**src/rtl/opres_pkg.sv**
```systemverilog
package opres_pkg;

  typedef enum logic [2:0] {
    MODE_NONE     = 3'd0,
    MODE_REG      = 3'd1,
    MODE_DIRECT   = 3'd2,
    MODE_INDIRECT = 3'd3,
    MODE_IMM      = 3'd4,
    MODE_IMPLIED  = 3'd5
  } opModeE;

  typedef enum logic [1:0] {
    IMP_NONE = 2'd0,
    IMP_ACC  = 2'd1,
    IMP_BREG = 2'd2,
    IMP_DPTR = 2'd3
  } impRegE;

  typedef struct packed {
    logic capture;
    logic ptrRead;
    logic ptrLoad;
    logic finish;
  } ctrlStrobeT;

  // Operand class from the opcode low nibble; the high nibble is the operation.
  function automatic opModeE classifyOpcode(input logic [7:0] opc);
    opModeE m;
    if (opc[3]) begin
      m = MODE_REG;
    end else begin
      case (opc[2:0])
        3'd0, 3'd1, 3'd2: m = MODE_IMPLIED;
        3'd3, 3'd4:       m = MODE_IMM;
        3'd5:             m = MODE_DIRECT;
        default:          m = MODE_INDIRECT;
      endcase
    end
    return m;
  endfunction

  function automatic impRegE impliedOf(input logic [7:0] opc);
    impRegE r;
    case (opc[1:0])
      2'd0:    r = IMP_ACC;
      2'd1:    r = IMP_BREG;
      default: r = IMP_DPTR;
    endcase
    return r;
  endfunction

endpackage

```
**src/rtl/opres_ctrl.sv**
```systemverilog
module opres_ctrl
  import opres_pkg::*;
(
  input  logic       clk,
  input  logic       rst,
  input  logic       start,
  input  logic       startIndirect,
  output ctrlStrobeT strobe,
  output logic       busy,
  output logic       done
);

  typedef enum logic [1:0] {
    S_IDLE     = 2'd0,
    S_PTR_RD   = 2'd1,
    S_PTR_WAIT = 2'd2
  } stateE;

  stateE state;
  stateE nextState;

  always_comb begin
    strobe    = '0;
    nextState = state;
    case (state)
      S_IDLE: begin
        if (start) begin
          strobe.capture = 1'b1;
          if (startIndirect) begin
            nextState = S_PTR_RD;
          end else begin
            strobe.finish = 1'b1;
          end
        end
      end
      S_PTR_RD: begin
        strobe.ptrRead = 1'b1;
        nextState      = S_PTR_WAIT;
      end
      S_PTR_WAIT: begin
        strobe.ptrLoad = 1'b1;
        strobe.finish  = 1'b1;
        nextState      = S_IDLE;
      end
      default: nextState = S_IDLE;
    endcase
  end

  always_ff @(posedge clk) begin
    if (rst) begin
      state <= S_IDLE;
      done  <= 1'b0;
    end else begin
      state <= nextState;
      done  <= strobe.finish;
    end
  end

  assign busy = (state != S_IDLE);

  // completion never overlaps a running sequence
  assert_busy_excludes_done_R11: assert property (@(posedge clk) disable iff (rst)
    busy |-> !done);

  // the pointer read is followed by one data cycle, then done
  assert_read_then_done_R8: assert property (@(posedge clk) disable iff (rst)
    strobe.ptrRead |=> (!done ##1 done));

  // a start seen while busy never recaptures
  assert_no_capture_busy_R10: assert property (@(posedge clk) disable iff (rst)
    busy |-> !strobe.capture);

endmodule

```
**src/rtl/opres_dp.sv**
```systemverilog
module opres_dp
  import opres_pkg::*;
#(
  parameter int ADDR_W = 8,
  parameter int BANK_W = 2,
  parameter int REG_N  = 8
) (
  input  logic              clk,
  input  logic              rst,
  input  ctrlStrobeT        strobe,
  input  logic [7:0]        opcode,
  input  logic [ADDR_W-1:0] operandByte,
  input  logic [BANK_W-1:0] bankSel,
  input  logic [ADDR_W-1:0] ramRdData,
  output logic              startIndirect,
  output logic              ramRdEn,
  output logic [ADDR_W-1:0] ramRdAddr,
  output logic [2:0]        opMode,
  output logic [ADDR_W-1:0] opAddr,
  output logic [ADDR_W-1:0] immValue,
  output logic [1:0]        impliedReg,
  output logic              sfrSpace,
  output logic              upperRam
);

  localparam int IDX_W     = $clog2(REG_N);
  localparam int REG_SPAN  = REG_N << BANK_W;

  opModeE            inMode;
  logic [ADDR_W-1:0] regAddr;
  logic [ADDR_W-1:0] ptrSlot;
  logic [ADDR_W-1:0] ptrAddrQ;
  opModeE            modeQ;

  assign inMode        = classifyOpcode(opcode);
  assign startIndirect = (inMode == MODE_INDIRECT);

  // Banked register slot: bank*REG_N + index.
  assign regAddr = ADDR_W'({bankSel, opcode[IDX_W-1:0]});

  // Pointer register: only index 0 or 1 of the active bank.
  generate
    if (IDX_W > 1) begin : g_ptrWide
      assign ptrSlot = ADDR_W'({bankSel, {(IDX_W-1){1'b0}}, opcode[0]});
    end else begin : g_ptrNarrow
      assign ptrSlot = ADDR_W'({bankSel, opcode[0]});
    end
  endgenerate

  always_ff @(posedge clk) begin
    if (rst) begin
      modeQ      <= MODE_NONE;
      ptrAddrQ   <= '0;
      opAddr     <= '0;
      immValue   <= '0;
      impliedReg <= IMP_NONE;
      sfrSpace   <= 1'b0;
      upperRam   <= 1'b0;
    end else begin
      if (strobe.capture) begin
        modeQ      <= inMode;
        ptrAddrQ   <= ptrSlot;
        upperRam   <= 1'b0;
        immValue   <= (inMode == MODE_IMM) ? operandByte : '0;
        impliedReg <= (inMode == MODE_IMPLIED) ? impliedOf(opcode) : IMP_NONE;
        sfrSpace   <= (inMode == MODE_DIRECT) && operandByte[ADDR_W-1];
        case (inMode)
          MODE_REG:    opAddr <= regAddr;
          MODE_DIRECT: opAddr <= operandByte;
          default:     opAddr <= '0;
        endcase
      end
      if (strobe.ptrLoad) begin
        opAddr   <= ramRdData;
        upperRam <= ramRdData[ADDR_W-1];
      end
    end
  end

  assign opMode    = modeQ;
  assign ramRdEn   = strobe.ptrRead;
  assign ramRdAddr = ptrAddrQ;

  // fetched addresses are never tagged as special-register space
  assert_sfr_not_indirect_R9: assert property (@(posedge clk) disable iff (rst)
    (opMode == MODE_INDIRECT) |-> !sfrSpace);

  // register operands stay within the banked register window
  assert_reg_in_window_R3: assert property (@(posedge clk) disable iff (rst)
    (opMode == MODE_REG) |-> (32'(opAddr) < REG_SPAN));

  // immediate operands carry no address and trigger no read
  assert_imm_no_addr_R6: assert property (@(posedge clk) disable iff (rst)
    (opMode == MODE_IMM) |-> (opAddr == '0 && !ramRdEn));

  // the read strobe lasts exactly one cycle
  assert_read_single_R8: assert property (@(posedge clk) disable iff (rst)
    ramRdEn |=> !ramRdEn);

endmodule

```
**src/rtl/opres_top.sv**
```systemverilog
module opres_top
  import opres_pkg::*;
#(
  parameter int ADDR_W = 8,
  parameter int BANK_W = 2,
  parameter int REG_N  = 8
) (
  input  logic              clk,
  input  logic              rst,
  input  logic              start,
  input  logic [7:0]        opcode,
  input  logic [ADDR_W-1:0] operandByte,
  input  logic [BANK_W-1:0] bankSel,
  input  logic [ADDR_W-1:0] ramRdData,
  output logic              ramRdEn,
  output logic [ADDR_W-1:0] ramRdAddr,
  output logic              busy,
  output logic              done,
  output logic [2:0]        opMode,
  output logic [ADDR_W-1:0] opAddr,
  output logic [ADDR_W-1:0] immValue,
  output logic [1:0]        impliedReg,
  output logic              sfrSpace,
  output logic              upperRam
);

  ctrlStrobeT strobe;
  logic       startIndirect;

  opres_ctrl u_ctrl (
    .clk           (clk),
    .rst           (rst),
    .start         (start),
    .startIndirect (startIndirect),
    .strobe        (strobe),
    .busy          (busy),
    .done          (done)
  );

  opres_dp #(
    .ADDR_W (ADDR_W),
    .BANK_W (BANK_W),
    .REG_N  (REG_N)
  ) u_dp (
    .clk           (clk),
    .rst           (rst),
    .strobe        (strobe),
    .opcode        (opcode),
    .operandByte   (operandByte),
    .bankSel       (bankSel),
    .ramRdData     (ramRdData),
    .startIndirect (startIndirect),
    .ramRdEn       (ramRdEn),
    .ramRdAddr     (ramRdAddr),
    .opMode        (opMode),
    .opAddr        (opAddr),
    .immValue      (immValue),
    .impliedReg    (impliedReg),
    .sfrSpace      (sfrSpace),
    .upperRam      (upperRam)
  );

  // a start during a sequence leaves the captured class untouched
  assert_start_ignored_R10: assert property (@(posedge clk) disable iff (rst)
    (busy && start) |=> ($stable(opMode) && $stable(immValue)));

endmodule

```
**config.mk**
```make
export PLATFORM = sky130hd
export DESIGN_NAME = opres_top
export DESIGN_NICKNAME = d
export VERILOG_FILES = /design/src/rtl/opres_pkg.sv /design/src/rtl/opres_ctrl.sv /design/src/rtl/opres_dp.sv /design/src/rtl/opres_top.sv
export SDC_FILE = /design/constraint.sdc
export NUM_CORES = 1
export LEC_CHECK = 0
export BUFFER_PORTS_ARGS = -buffer_cell sky130_fd_sc_hd__buf_2
export CAP_MARGIN = 40
export CORE_MARGIN = 2
export CORE_UTILIZATION = 49
export CTS_CLUSTER_SIZE = 25
export DETAILED_ROUTE_END_ITERATION = 16
export PLACE_DENSITY_LB_ADDON = 0.05
export REMOVE_ABC_BUFFERS = 1
export SYNTH_ARGS = -nofsm -noshare
export SYNTH_HDL_FRONTEND = slang
export SYNTH_SLANG_ARGS = --single-unit
```
**constraint.sdc**
```tcl
create_clock -name clk -period 2.25 [get_ports clk]
set_clock_uncertainty 0.05 [all_clocks]
set_input_delay 0.45 -clock clk [delete_from_list [all_inputs] [get_ports clk]]
set_output_delay 0.45 -clock clk [all_outputs]
set_load 0.01 [all_outputs]
```
# == Yosys cells after proc, flatten, opt, wreduce, memory -nomap -nowiden ==
# Index checks and enable logic that the tools add are counted.
# word_totals
reg_bits,29
in_bits,29
elab_cells,53
# op_classes
eq_ne,15
muxes,20
n_reduce_logical,9
# op_table
op,n
$mux W8,3
$pmux W8 S2,1
$eq A3 B2 Y1 const B,4
$eq A3 B3 Y1 const B,4
$pmux W3 S3,1
$mux W1,8
$pmux W2 S2,2
$eq A3 B1 Y1 const B,2
$mux W2,3
$eq A2 B1 Y1 const B,2
$logic_not A2 Y1,2
$ne A2 B2 Y1 const B,2
$reduce_bool A2 Y1,2
$logic_not A3 Y1,1
$mux W3,1
$reduce_or A3 Y1,1
$eq A2 B2 Y1 const B,1
$pmux W1 S2,1
$reduce_and A2 Y1,1
$reduce_or A2 Y1,1
$logic_and A1 B1 Y1,1

# == Depth between registers and ports, before layout ==
# logic_depth
ltp_word,8
depth_mapped,5

# == Modules after synthesis ==
# A second synthesis with hierarchy kept.
# hier_totals
hier_cells,147
hier_area_um2,1345.0
# modules_own_cells
module,instances,cells_per_inst,area_each_um2
opres_dp,1,133,1207.4
opres_ctrl,1,14,137.6

# == Worst setup path after synthesis ==
# OpenSTA, ideal clock, no wires.
# synth_path
kind,in2reg
from,in opcode[1]
to,reg u_dp.opAddr[0]
setup_ns,0.117
path_slack_ns,0.647
stages,5
arrival_time_ns,1.436
required_time_ns,2.083
n_path_buf,2
path_cell_list,clkbuf_1 nor4bb_1 buf_2 a221o_1 a32o_1
# synth_between
elab_chain_len,8
elab_cells_between_ends,15
# synth_rtl
item,line,rtl
"start, declared",opres_top.sv:11,"input logic [7:0] opcode,"
"$eq A3 B1 Y1, or another cell as far along",opres_pkg.sv:32,case (opc[2:0])
$reduce_or A3 Y1 / $reduce_or A2 Y1 (equally long branches),opres_pkg.sv:32,
$pmux W3 S3 *,opres_pkg.sv:32,
$mux W3 *,opres_pkg.sv:29,if (opc[3]) begin
$eq A3 B2 Y1 / $eq A3 B1 Y1 (equally long branches),opres_dp.sv:67,case (inMode)
$pmux W8 S2 *,opres_dp.sv:67,
$mux W8 *,opres_dp.sv:60,if (strobe.capture) begin
$mux W8 *,opres_dp.sv:73,if (strobe.ptrLoad) begin
"end signal, assigned",opres_dp.sv:68,MODE_REG: opAddr <= regAddr;
"end signal, assigned",opres_dp.sv:69,MODE_DIRECT: opAddr <= operandByte;
"end signal, assigned",opres_dp.sv:74,opAddr <= ramRdData;
"end, declared",opres_dp.sv:19,"output logic [ADDR_W-1:0] opAddr,"
# Mark *: on every way between the ends. The rest lies on a longest branch, timed or not. The select of a mux whose other input is x is not followed.
# A chain may end at the register's enable or synchronous reset.

# == Worst setup path in the final report ==
# layout_path
from,reg u_ctrl.state[1]
to,reg u_dp.impliedReg[1]
# layout_between
elab_chain_len,2
# layout_rtl
item,line,rtl
"start, declared",opres_ctrl.sv:19,stateE state;
"start signal, assigned",opres_ctrl.sv:54,state <= nextState;
$logic_not A2 Y1,opres_ctrl.sv:25,case (state)
$mux W1,opres_ctrl.sv:25,
"end signal, assigned",opres_dp.sv:65,impliedReg <= (inMode == MODE_IMPLIED) ? impliedOf(opcode) : IMP_NONE;
"end, declared",opres_dp.sv:21,"output logic [1:0] impliedReg,"
# No other way between the ends.

==> out/qor.csv <==
stage,metric,value,unit
outcome,status,"complete, no violations",
hold_path,hold_start,bankSel[1],
critical_path,end_kind,flop,
sta,fmax,0.580,GHz
final_layout,areaGrowthSynthToFinish,23.1,%
synth,synth_edf_count,0,
drt,detail_route.drc_violations,0,
place,dp_hpwl,2.26,mm
die,core_area,2500,sq um
critical_path,cp_num_cells,3,
synth,ys_async_sr_fraction,0,
drt,wire_per_inst,13.6,microns
clock_network,clock-sinks,29,
sta,fin_hold_ws,314,ps
sta,layout_min_cycle_time,1720,ps
critical_path,critPathArrivalTime,1940,ps
clock_network,clock-root-buffer,clkbuf_4,
clock_network,clk_latency,330,ps
drt,via_per_inst,5.47,
clock_network,clock_path_buffers,2,
critical_path,r2r-start,u_ctrl.state[1],
clock_network,cts_hold_buf,0,
flow_run,max-cap-violations,0,
sta,setup_tns,0,ps
sta,max_slew_margin,0.618,
clock_network,cts_buffers,5,
critical_path,reg2regPathDepth,3,
place,portBuffers,53,
sta,hold_violations,0,
synth,synth_area,1320,sq um
synth,synth-seq-area-share,0.441,
drt,drt-initial-drc-count,37,
clock_network,post_cts_buffers,0,
power,leakagePower,0.000736,uW
synth,ys_seq_elements,29,
clock_network,clkTransAtPathRegs,90,ps
die,initial_core_util,0.526,
clock_network,cts_tree,done,
synth,avgSynthCellArea,8.65,sq um
global_route,grt_max_degree,23,
drt,postRouteAntennaNets,0,
power,vdd_drop_max,0.462,mV
drt,drt_first_pass_iters,4,
synth,yosys_warnings,0,
critical_path,start_kind,flop,
critical_path,reg2reg_slack,530,ps
sta,rsz0062_at_grt,false,
die,fp.dieW,55.8,microns
power,powerDensity,617,nW/um^2
hold_path,hold_end,u_dp.ramRdAddr[4],
hold_path,worstHoldPathCells,3,
synth,synth_cells,152,
global_route,antenna_found_initial,0,
final_layout,drive_gt1_frac,0.323,
hold_path,hp-class,in2reg,
clock_network,cts_resized,0,
critical_path,cp_cell_sequence,or3b_4 -> or4_1 -> a21oi_1,
clock_network,h-tree-depth,2,
critical_path,critPathKind,reg2reg,
sta,min_period_over_period,0.766,
die,io_pins,63,
global_route,overflow,0,
critical_path,crit_family,simple AND/OR/NAND/NOR gates,
die,die-area,3110,sq um
die,die_h,55.8,microns
global_route,grtUsageTotal,0.214,
sta,tightestPinTransition,572,ps
drt,routed_wl,3.15,mm
critical_path,crit_buf_inv,0,
critical_path,critical_path.max_stage_delay,550,ps
global_route,grt_pass1_wl,5.20,mm
drt,vias,1263,
critical_path,timing.rr.end,u_dp.impliedReg[1],
sta,drv_slew,0,
place,gp_congestion,0.716,
final_layout,diodes,0,
synth,synth_top_flop_cell,dfxtp_1,
critical_path,cpMaxStageDelayCell,or3b_4,
critical_path,required,2470,ps
global_route,grt_pass1_vias,1161,
critical_path,critical_path.max_fanout,22,
final_layout,nets,230,
sta,timing.final.setup_violations,0,
die,num_rows,18,
synth,ys_types,31,
-- layout make-up --
cell class	instances	area [sq um]
tap	30	37.5
timing repair buffer	56	288
inverter	2	7.51
fill	243	881
sequential	29	581
clock buffer	7	55.1
multi-input combinational	107	651
-- worst max-delay path by stage --
stage                     from                  to  slack [ps]
6_report       u_ctrl.state[1]  u_dp.impliedReg[1]         530
3_5_place_dp             start  u_dp.impliedReg[1]         400
4_1_cts        u_ctrl.state[1]  u_dp.impliedReg[1]         520
2_1_floorplan            start      u_dp.opAddr[7]         430
5_1_grt        u_ctrl.state[1]  u_dp.impliedReg[1]         460
3_3_place_gp             start  u_dp.impliedReg[1]         430
-- power breakdown --
group | switching (uW) | internal [uW] | total (uW)
clock | 174 | 147 | 321
sequential | 8.34 | 529 | 537
combinational | 78.4 | 61.3 | 140
-- placed cells by master (no fill, tap or decap) --
master and count:
clkbuf_4 5, dfxtp_1 29, a21oi_1 14, buf_2 53, xnor2_1 1, or3b_4 1
nor3_1 2, nand2_1 24, a211o_1 1, o31a_1 1, nor3b_1 2, nand3_1 3
clkbuf_8 1, or4_1 2, buf_4 3, inv_1 2, a32o_1 5, nor2_1 1
or2_2 2, nand3b_1 17, nand2b_1 1, nor4bb_1 1, nor2b_1 4, nand4b_1 1
a221o_1 5, o21bai_1 2, a22oi_1 2, clkbuf_1 1, and3b_1 1, conb_1 5
a31oi_1 1, o21ai_0 8
-- per-layer routing --
metal	part of all wire	GRT usage
met3	0.076	0.0860
met2	0.47	0.349
met4	0.020	0.0836
met1	0.44	0.250
met5	0	0
-- logic make-up after synthesis --
| group | share of synthesized area |
|---|---|
| flops | 0.441 |
| other cells | 0.00285 |
| simple gates | 0.273 |
| buf+inv | 0.0752 |
| compound gates | 0.201 |
| xor+xnor | 0.00666 |
-- sequential cells by signal, indices dropped and copies added, names as in the netlist --
register	count
u_ctrl.done	1
u_ctrl.state	2
u_dp.immValue	8
u_dp.impliedReg	2
u_dp.opAddr	8
u_dp.opMode	3
u_dp.ramRdAddr	3
u_dp.sfrSpace	1
u_dp.upperRam	1
-- Yosys cell counts (3+ instances only) --
| library cell | instances | share of area |
|---|---|---|
| a21oi_1 | 14 | 0.053 |
| a221o_1 | 5 | 0.038 |
| a32o_1 | 5 | 0.038 |
| buf_2 | 4 | 0.015 |
| buf_4 | 5 | 0.029 |
| clkbuf_1 | 7 | 0.020 |
| dfxtp_1 | 29 | 0.44 |
| nand2_1 | 24 | 0.069 |
| nand3_1 | 3 | 0.011 |
| nand3b_1 | 17 | 0.097 |
| nor2b_1 | 4 | 0.019 |
| o21ai_0 | 8 | 0.030 |
-- tightest hold or removal path, delay by kind of cell --
family          cells  cell delay [ps]
buf+inv             1              110
simple gates        1               50
compound gates      1               50
-- stage by stage --
stage | setup slack [ps] | instance area (sq um) | power [uW] | util | instances
2_1_floorplan | 433 | 1240 | 618 | - | 138
3_3_place_gp | 427 | 1560 | 684 | 0.626 | 224
3_5_place_dp | 397 | 1560 | 689 | 0.626 | 224
4_1_cts | 517 | 1620 | 1010 | 0.648 | 231
5_1_grt | 463 | 1620 | 1050 | 0.648 | 231
6_report | 526 | 1620 | 998 | 0.648 | 231
Power figures use the tool's default switching activity.
